`src/rtl/mrp_pkg.sv`:
```
package mrp_pkg;
    typedef enum logic {ST_RUN, ST_FLUSH} rn_state_e;
    typedef enum logic [1:0] {UPD_NONE, UPD_GOOD, UPD_BAD} upd_kind_e;
endpackage

```
`src/rtl/mrp_store_buf.sv`:
```
module mrp_store_buf
#(
    parameter int DEPTH  = 8,
    parameter int IP_W   = 16,
    parameter int OFF_W  = 12,
    parameter int PTAG_W = 7
)
(
    input  logic              clk,
    input  logic              rst_n,
    input  logic              wr_en,
    input  logic [IP_W-1:0]   wr_ip,
    input  logic [OFF_W-1:0]  wr_off,
    input  logic [PTAG_W-1:0] wr_ptag,
    input  logic [IP_W-1:0]   q_ip,
    input  logic [OFF_W-1:0]  q_off,
    output logic              q_hit,
    output logic [PTAG_W-1:0] q_ptag
);
    localparam int PTR_W = (DEPTH > 1) ? $clog2(DEPTH) : 1;

    logic [DEPTH-1:0]  slot_vld;
    logic [IP_W-1:0]   slot_ip   [DEPTH];
    logic [OFF_W-1:0]  slot_off  [DEPTH];
    logic [PTAG_W-1:0] slot_tag  [DEPTH];
    logic [PTR_W-1:0]  wptr;

    // youngest matching slot wins: scan oldest to youngest, later hits override
    always_comb begin
        q_hit  = 1'b0;
        q_ptag = '0;
        for (int k = DEPTH - 1; k >= 0; k--) begin
            logic [PTR_W-1:0] idx;
            idx = PTR_W'((int'(wptr) + 2 * DEPTH - 1 - k) % DEPTH);
            if (slot_vld[idx] && slot_ip[idx] == q_ip && slot_off[idx] == q_off) begin
                q_hit  = 1'b1;
                q_ptag = slot_tag[idx];
            end
        end
    end

    always_ff @(posedge clk) begin
        if (!rst_n) begin
            slot_vld <= '0;
            wptr     <= '0;
            for (int i = 0; i < DEPTH; i++) begin
                slot_ip[i]  <= '0;
                slot_off[i] <= '0;
                slot_tag[i] <= '0;
            end
        end else if (wr_en) begin
            slot_vld[wptr] <= 1'b1;
            slot_ip[wptr]  <= wr_ip;
            slot_off[wptr] <= wr_off;
            slot_tag[wptr] <= wr_ptag;
            wptr <= (wptr == PTR_W'(DEPTH - 1)) ? '0 : wptr + 1'b1;
        end
    end

    AST_SB_RECALL: assert property (@(posedge clk) disable iff (!rst_n)
        wr_en |=> (!(q_ip == $past(wr_ip) && q_off == $past(wr_off)) ||
                   (q_hit && q_ptag == $past(wr_ptag))));
endmodule

```
`src/rtl/mrp_pred_table.sv`:
```
module mrp_pred_table
    import mrp_pkg::*;
#(
    parameter int ENTRIES = 16,
    parameter int IP_W    = 16,
    parameter int OFF_W   = 12,
    parameter int CONF_W  = 2
)
(
    input  logic             clk,
    input  logic             rst_n,
    input  logic [IP_W-1:0]  lk_ld_ip,
    input  logic [OFF_W-1:0] lk_off,
    output logic             lk_hit,
    output logic [IP_W-1:0]  lk_st_ip,
    input  upd_kind_e        upd_kind,
    input  logic [IP_W-1:0]  upd_st_ip,
    input  logic [IP_W-1:0]  upd_ld_ip,
    input  logic [OFF_W-1:0] upd_off
);
    localparam int IDX_W = (ENTRIES > 1) ? $clog2(ENTRIES) : 1;
    localparam logic [CONF_W-1:0] CONF_TOP = {CONF_W{1'b1}};

    logic [ENTRIES-1:0] vld;
    logic [IP_W-1:0]    e_sip  [ENTRIES];
    logic [IP_W-1:0]    e_lip  [ENTRIES];
    logic [OFF_W-1:0]   e_off  [ENTRIES];
    logic [CONF_W-1:0]  e_conf [ENTRIES];
    logic [IDX_W-1:0]   e_rank [ENTRIES];   // 0 = trained most recently

    logic             um_hit, free_hit, do_touch;
    logic [IDX_W-1:0] um_idx, free_idx, old_idx, tgt;

    // confident lookup, lowest index wins
    always_comb begin
        lk_hit   = 1'b0;
        lk_st_ip = '0;
        for (int i = ENTRIES - 1; i >= 0; i--) begin
            if (vld[i] && e_lip[i] == lk_ld_ip && e_off[i] == lk_off && e_conf[i] == CONF_TOP) begin
                lk_hit   = 1'b1;
                lk_st_ip = e_sip[i];
            end
        end
    end

    // update target: existing triple, else a free entry, else the oldest rank
    always_comb begin
        um_hit   = 1'b0;
        um_idx   = '0;
        free_hit = 1'b0;
        free_idx = '0;
        old_idx  = '0;
        for (int i = ENTRIES - 1; i >= 0; i--) begin
            if (vld[i] && e_sip[i] == upd_st_ip && e_lip[i] == upd_ld_ip && e_off[i] == upd_off) begin
                um_hit = 1'b1;
                um_idx = IDX_W'(i);
            end
            if (!vld[i]) begin
                free_hit = 1'b1;
                free_idx = IDX_W'(i);
            end
            if (e_rank[i] == IDX_W'(ENTRIES - 1)) old_idx = IDX_W'(i);
        end
        tgt      = um_hit ? um_idx : (free_hit ? free_idx : old_idx);
        do_touch = (upd_kind == UPD_GOOD) || (upd_kind == UPD_BAD && um_hit);
    end

    always_ff @(posedge clk) begin
        if (!rst_n) begin
            vld <= '0;
            for (int i = 0; i < ENTRIES; i++) begin
                e_sip[i]  <= '0;
                e_lip[i]  <= '0;
                e_off[i]  <= '0;
                e_conf[i] <= '0;
                e_rank[i] <= IDX_W'(i);
            end
        end else if (do_touch) begin
            for (int i = 0; i < ENTRIES; i++) begin
                if (IDX_W'(i) == tgt)            e_rank[i] <= '0;
                else if (e_rank[i] < e_rank[tgt]) e_rank[i] <= e_rank[i] + 1'b1;
            end
            if (upd_kind == UPD_BAD) begin
                e_conf[tgt] <= '0;
            end else if (um_hit) begin
                if (e_conf[tgt] != CONF_TOP) e_conf[tgt] <= e_conf[tgt] + 1'b1;
            end else begin
                vld[tgt]    <= 1'b1;
                e_sip[tgt]  <= upd_st_ip;
                e_lip[tgt]  <= upd_ld_ip;
                e_off[tgt]  <= upd_off;
                e_conf[tgt] <= CONF_W'(1);
            end
        end
    end

    AST_VALID_MONOTONIC: assert property (@(posedge clk) disable iff (!rst_n)
        $countones(vld) >= $past($countones(vld)));

    AST_BAD_NO_ALLOC: assert property (@(posedge clk) disable iff (!rst_n)
        (upd_kind == UPD_BAD) |=> $countones(vld) == $past($countones(vld)));
endmodule

```
`src/rtl/mem_rename_pred.sv`:
```
module mem_rename_pred
    import mrp_pkg::*;
#(
    parameter int TBL_ENTRIES = 16,
    parameter int SB_DEPTH    = 8,
    parameter int IP_W        = 16,
    parameter int OFF_W       = 12,
    parameter int PTAG_W      = 7,
    parameter int ROB_W       = 6,
    parameter int CONF_W      = 2
)
(
    input  logic              clk,
    input  logic              rst_n,
    input  logic              st_valid,
    input  logic              st_sp,
    input  logic [IP_W-1:0]   st_ip,
    input  logic [OFF_W-1:0]  st_off,
    input  logic [PTAG_W-1:0] st_ptag,
    input  logic              ld_valid,
    input  logic              ld_sp,
    input  logic [IP_W-1:0]   ld_ip,
    input  logic [OFF_W-1:0]  ld_off,
    input  logic              vr_valid,
    input  logic              vr_bypassed,
    input  logic              vr_match,
    input  logic [IP_W-1:0]   vr_st_ip,
    input  logic [IP_W-1:0]   vr_ld_ip,
    input  logic [OFF_W-1:0]  vr_off,
    input  logic [ROB_W-1:0]  vr_rob,
    output logic              byp_valid,
    output logic [PTAG_W-1:0] byp_ptag,
    output logic              flush_valid,
    output logic [ROB_W-1:0]  flush_rob
);
    rn_state_e         state_q, state_d;
    logic [ROB_W-1:0]  rob_q;
    logic              mispredict, sb_wr, tbl_hit, sb_hit;
    logic [IP_W-1:0]   tbl_st_ip;
    logic [PTAG_W-1:0] sb_ptag;
    upd_kind_e         upd_kind;

    assign mispredict = vr_valid && vr_bypassed && !vr_match;

    always_comb begin
        state_d = state_q;
        unique case (state_q)
            ST_RUN:   state_d = mispredict ? ST_FLUSH : ST_RUN;
            ST_FLUSH: state_d = mispredict ? ST_FLUSH : ST_RUN;
        endcase
    end

    always_ff @(posedge clk) begin
        if (!rst_n) begin
            state_q <= ST_RUN;
            rob_q   <= '0;
        end else begin
            state_q <= state_d;
            if (mispredict) rob_q <= vr_rob;
        end
    end

    always_comb begin
        byp_valid   = 1'b0;
        byp_ptag    = '0;
        flush_valid = 1'b0;
        flush_rob   = rob_q;
        sb_wr       = 1'b0;
        unique case (state_q)
            ST_RUN: begin
                sb_wr     = st_valid && st_sp;
                byp_valid = ld_valid && ld_sp && tbl_hit && sb_hit;
                byp_ptag  = byp_valid ? sb_ptag : '0;
            end
            ST_FLUSH: flush_valid = 1'b1;
        endcase
        if (vr_valid && vr_match) upd_kind = UPD_GOOD;
        else if (mispredict)      upd_kind = UPD_BAD;
        else                      upd_kind = UPD_NONE;
    end

    mrp_pred_table #(
        .ENTRIES(TBL_ENTRIES), .IP_W(IP_W), .OFF_W(OFF_W), .CONF_W(CONF_W)
    ) u_table (
        .clk(clk), .rst_n(rst_n),
        .lk_ld_ip(ld_ip), .lk_off(ld_off),
        .lk_hit(tbl_hit), .lk_st_ip(tbl_st_ip),
        .upd_kind(upd_kind), .upd_st_ip(vr_st_ip), .upd_ld_ip(vr_ld_ip), .upd_off(vr_off)
    );

    mrp_store_buf #(
        .DEPTH(SB_DEPTH), .IP_W(IP_W), .OFF_W(OFF_W), .PTAG_W(PTAG_W)
    ) u_sbuf (
        .clk(clk), .rst_n(rst_n),
        .wr_en(sb_wr), .wr_ip(st_ip), .wr_off(st_off), .wr_ptag(st_ptag),
        .q_ip(tbl_st_ip), .q_off(ld_off),
        .q_hit(sb_hit), .q_ptag(sb_ptag)
    );

    AST_FLUSH_CAUSE: assert property (@(posedge clk) disable iff (!rst_n)
        flush_valid |-> $past(vr_valid && vr_bypassed && !vr_match));
    AST_FLUSH_ROB: assert property (@(posedge clk) disable iff (!rst_n)
        flush_valid |-> flush_rob == $past(vr_rob));
    AST_NO_BYP_IN_FLUSH: assert property (@(posedge clk) disable iff (!rst_n)
        flush_valid |-> !byp_valid);
    AST_BYP_SP_ONLY: assert property (@(posedge clk) disable iff (!rst_n)
        byp_valid |-> (ld_valid && ld_sp));
endmodule

```
`config.mk`:
```
export PLATFORM = sky130hd
export DESIGN_NAME = mem_rename_pred
export DESIGN_NICKNAME = d
export VERILOG_FILES = /design/src/rtl/mrp_pkg.sv /design/src/rtl/mrp_store_buf.sv /design/src/rtl/mrp_pred_table.sv /design/src/rtl/mem_rename_pred.sv
export SDC_FILE = /design/constraint.sdc
export NUM_CORES = 2
export LEC_CHECK = 0
export BUFFER_PORTS_ARGS = -buffer_cell sky130_fd_sc_hd__clkbuf_2
export CORE_ASPECT_RATIO = 0.9
export CORE_UTILIZATION = 50
export DETAILED_ROUTE_END_ITERATION = 10
export PLACE_DENSITY = 0.66
export SYNTH_ARGS = -nofsm -noshare
export SYNTH_HDL_FRONTEND = slang
export SYNTH_SLANG_ARGS = --single-unit
```
`constraint.sdc`:
```
create_clock -name clk -period 21.3 [get_ports clk]
set_input_delay 1.065 -clock clk [delete_from_list [all_inputs] [get_ports clk]]
set_output_delay 1.065 -clock clk [all_outputs]
set_load 0.01 [all_outputs]
```
==> flow_metrics.env <==
export IMPL_fmax_mhz=86.5
export IMPL_htreeDepth=4
export IMPL_slowest_stage="nor4b_2"
export IMPL_place_ws_ns=10.93
export IMPL_nNetsFinal=7755
export IMPL_holdPathStages=1
export IMPL_antenna_found_initial=17
export IMPL_min_path_type="flip-flop to flip-flop"
export IMPL_switchingPower_mw=1.88
export IMPL_seq_area_frac_synth=0.417
export IMPL_peakVddDrop_v=0.0000722
export IMPL_critical_path_top_delay_family="simple AND/OR/NAND/NOR gates"
export IMPL_via_count=68836
export IMPL_worstPathMaxFanout=118
export IMPL_viasPerCell=7.04
export IMPL_multi_input_area_sq_um=43500
export IMPL_drv_cap=0
export IMPL_cts_buffer_depth=3
export IMPL_pwr_share_clk=0.377
export IMPL_finalCritPeriodShare=0.543
export IMPL_crit_type="flip-flop to primary output"
export IMPL_rsz0062_at_grt="no"
export IMPL_synthMuxAreaShare=0.0956
export IMPL_hold_end="u_sbuf.slot_vld[3]$_SDFFE_PN0P_"
export IMPL_synth_cells=7663
export IMPL_timing_rr_start="u_table.e_sip[12][6]$_SDFFCE_PN0P_"
export IMPL_synthAdderAreaFrac=0.0109
export IMPL_hold_violations=0
export IMPL_fin_skew_ns=0.0332
export IMPL_endpoint_kind="primary output"
export IMPL_min_from="u_sbuf.slot_vld[3]$_SDFFE_PN0P_"
export IMPL_path_cells="inv_4, ha_4, buf_12, buf_4, mux2i_1, mux4_2, xnor2_1, nor4_1, nand4_1, a2111oi_0, o221ai_1, nor3b_1, o211ai_1, nor4_1, o2111a_1, nand4_1, nor4b_2, a22oi_1, o21ai_0, and3_1, o311a_1, clkbuf_2"
export IMPL_pin_count=137
export IMPL_worstPathBufferInverterCount=4
export IMPL_post_cts_buffers=0
export IMPL_clk_pin_slew_worst_paths_ns=0.06
export IMPL_async_flop_share=0
export IMPL_synth_edff_count=1080
export IMPL_routabilityCongestion=1.03
export IMPL_coreArea_sq_um=157000
export IMPL_combinationalPowerShare=0.192
export IMPL_finalSetupViolations=0
export IMPL_cts_buffers=133
export IMPL_tightestPinTransition_ns=1.36
export IMPL_die_area_sq_um=160000
export IMPL_final_cells=9782
export IMPL_yosys_warnings=0
export IMPL_synthDistinctLibCells=114
export IMPL_cp_arrival_ns=10.50
export IMPL_cp_start_kind="flip-flop"
export IMPL_synth_xor_area_frac=0.149
export IMPL_dpl_cell_count=9529
export IMPL_worstSkewPairLatency_ns=0.81
export IMPL_r2r_end="u_table.e_rank[12][0]$_SDFFCE_PN0P_"
export IMPL_sequentialPowerShare=0.431
export IMPL_final_cell_mix="edfxtp_1, xnor2_1, and2_1"
export IMPL_drv_slew=0
export IMPL_wl_per_cell_um=37.7
export IMPL_die_h_um=380
export IMPL_ant_nets=0
export IMPL_reg2reg_slack_ns=14.17
export IMPL_grt_pass1_wl_um=504000
export IMPL_area_delta_synth_final_pct=8.89
export IMPL_synth_compound_area_share=0.0880
export IMPL_synth_top_family_by_area="simple AND/OR/NAND/NOR gates"
export IMPL_cts_resized=0
export IMPL_drive_gt1_frac=0.123
export IMPL_wl_um=369000
export IMPL_drc=0
export IMPL_grt_total_usage=0.448
export IMPL_ys_seq_elements=1114
export IMPL_yosys_most_used_dff="edfxtp_1"
export IMPL_grt_pass1_vias=62688
export IMPL_syn_area_per_cell_sq_um=10.4
export IMPL_leakagePower_nw=29.7
export IMPL_cp_required_ns=20.24
export IMPL_slew_headroom=0.0867
export IMPL_numClockSinks=1114
export IMPL_ctsHoldBuffers=0
export IMPL_p_sw_frac=0.311
export IMPL_seqCellArea_sq_um=33100
export IMPL_p_total_mw=6.03
export IMPL_setup_tns_ns=0
export IMPL_final_common_cell="edfxtp_1"
export IMPL_netlist_area_sq_um=79300
export IMPL_cts_tree="yes"
export IMPL_reg2regPathDepth=22
export IMPL_synth_fp_nets=7854
export IMPL_dr_pass1_iters=6
export IMPL_p_int_mw=4.15
export IMPL_n_fill_cell=13841
export IMPL_slowest_delay_ns=1.00
export IMPL_outcome="finished, final reports clean"
export IMPL_io_buffers=136
export IMPL_drtIter0Drc=12218
export IMPL_yosys_area_share_simple=0.198
export IMPL_power_density_nw_per_um2=69.8
export IMPL_rows=138
export IMPL_period_needed_ns=11.56
export IMPL_grt_overflow_total=0
export IMPL_setup_slack_ns=9.74
export IMPL_fp_dieW_um=422
export IMPL_grt_max_degree=119
export IMPL_root_buffer="clkbuf_16"
export IMPL_post_dp_hpwl_um=254000
export IMPL_start_util=0.504
[state kept, by name, indices dropped and copies added (netlist names)]
signal           flops
u_table.e_lip      256
u_table.e_rank      64
u_sbuf.slot_vld      8
u_sbuf.slot_ip     128
u_sbuf.slot_tag     56
u_table.e_off      192
u_table.vld         16
u_sbuf.slot_off     96
u_table.e_conf      32
flush_rob            6
u_sbuf.wptr          3
u_table.e_sip      256
state_q              1
[synth_stat cells (all sizes together) (13+ instances only)]
library cell / number / area share
o221ai: 20 / 0.0022
nor2: 294 / 0.014
or3: 46 / 0.0036
o2111ai: 34 / 0.0038
o311a: 13 / 0.0016
a211oi: 48 / 0.0047
nand3: 187 / 0.012
a21o: 45 / 0.0043
a21oi: 196 / 0.012
o22ai: 37 / 0.0030
mux2: 54 / 0.0077
nand2b: 24 / 0.0019
nand4: 319 / 0.025
a2111oi: 35 / 0.0044
dfxtp: 34 / 0.0086
xor2: 317 / 0.035
xnor2: 1029 / 0.11
a22oi: 14 / 0.0013
o211ai: 64 / 0.0061
o21ai: 245 / 0.016
and3: 47 / 0.0037
mux4: 163 / 0.046
or2: 26 / 0.0021
ha: 69 / 0.011
edfxtp: 1080 / 0.41
o2111a: 15 / 0.0021
a31oi: 26 / 0.0021
nor2b: 37 / 0.0029
clkbuf: 412 / 0.019
and2: 772 / 0.061
inv: 97 / 0.0046
buf: 204 / 0.016
o21a: 49 / 0.0046
nor4: 211 / 0.017
mux2i: 330 / 0.042
a221oi: 18 / 0.0023
or4: 47 / 0.0045
o31ai: 13 / 0.0013
nor3: 340 / 0.022
nand2: 426 / 0.020
and4: 25 / 0.0028
[metrics by stage]
step                hold WS, ns  utilization  instance area (sq um)
floorplan                 0.439            -                  79300
global placement          0.455        0.522                  82200
detailed placement        0.460        0.522                  82200
CTS                       0.463        0.548                  86400
global route              0.497        0.548                  86400
finish                    0.477        0.549                  86400
[worst reg2reg max path, delay by kind of cell, from the launching register on]
family | cells | cell delay [ns]
AND/OR/NAND/NOR | 11 | 3.04
AO/OA/AOI/OAI | 6 | 1.80
buffers and inverters | 2 | 0.72
flip-flops | 1 | 0.56
adder cells (fa/ha/maj) | 1 | 0.26
XOR/XNOR | 1 | 0.22
multiplexers | 1 | 0.20
[power by group through the flow]
stage	logic (mW)	registers [mW]	clock network (mW)
floorplan	0.732	2.60	0
global placement	1.10	2.63	0
detailed placement	1.10	2.64	0
CTS	1.11	2.59	2.27
global route	1.19	2.60	2.35
finish	1.16	2.60	2.27
[area by class of cell]
| cell class | instances | share of cell area |
|---|---|---|
| flip-flops and latches | 1114 | 0.383 |
| repair buffers | 382 | 0.0295 |
| diodes | 13 | 0.000377 |
| well taps | 2100 | 0.0304 |
| multi-input cells | 5824 | 0.503 |
| inverters | 109 | 0.00476 |
| clock buffers | 170 | 0.0419 |
| clock inverters | 70 | 0.00643 |
[routing by layer]
metal / GRT usage / part of all wire
met2: 0.603 / 0.39
met5: 0.0110 / 0.00060
met3: 0.160 / 0.15
met1: 0.636 / 0.40
met4: 0.207 / 0.055
[cells by family (layout without fill, tap and decap cells)]
group           Yosys count  count (layout)
fa+ha+maj                69              69
compound gates         1011            1011
simple gates           2851            2851
xor+xnor               1346            1346
other cells               0              13
flops                  1114            1114
buf+inv                 725             731
mux                     547             547
[worst max-delay path by stage]
stage / end / cells past startpoint / startpoint
floorplan: byp_ptag[0] / 33 / u_sbuf.wptr[0]$_SDFFE_PN0P_
global placement: byp_ptag[5] / 20 / u_sbuf.wptr[0]$_SDFFE_PN0P_
detailed placement: byp_ptag[2] / 22 / u_sbuf.wptr[0]$_SDFFE_PN0P_
CTS: byp_ptag[2] / 22 / u_sbuf.wptr[0]$_SDFFE_PN0P_
global route: byp_ptag[6] / 22 / u_sbuf.wptr[0]$_SDFFE_PN0P_
finish: byp_ptag[2] / 22 / u_sbuf.wptr[0]$_SDFFE_PN0P_
No activity file was read; power rests on OpenSTA's default activity.
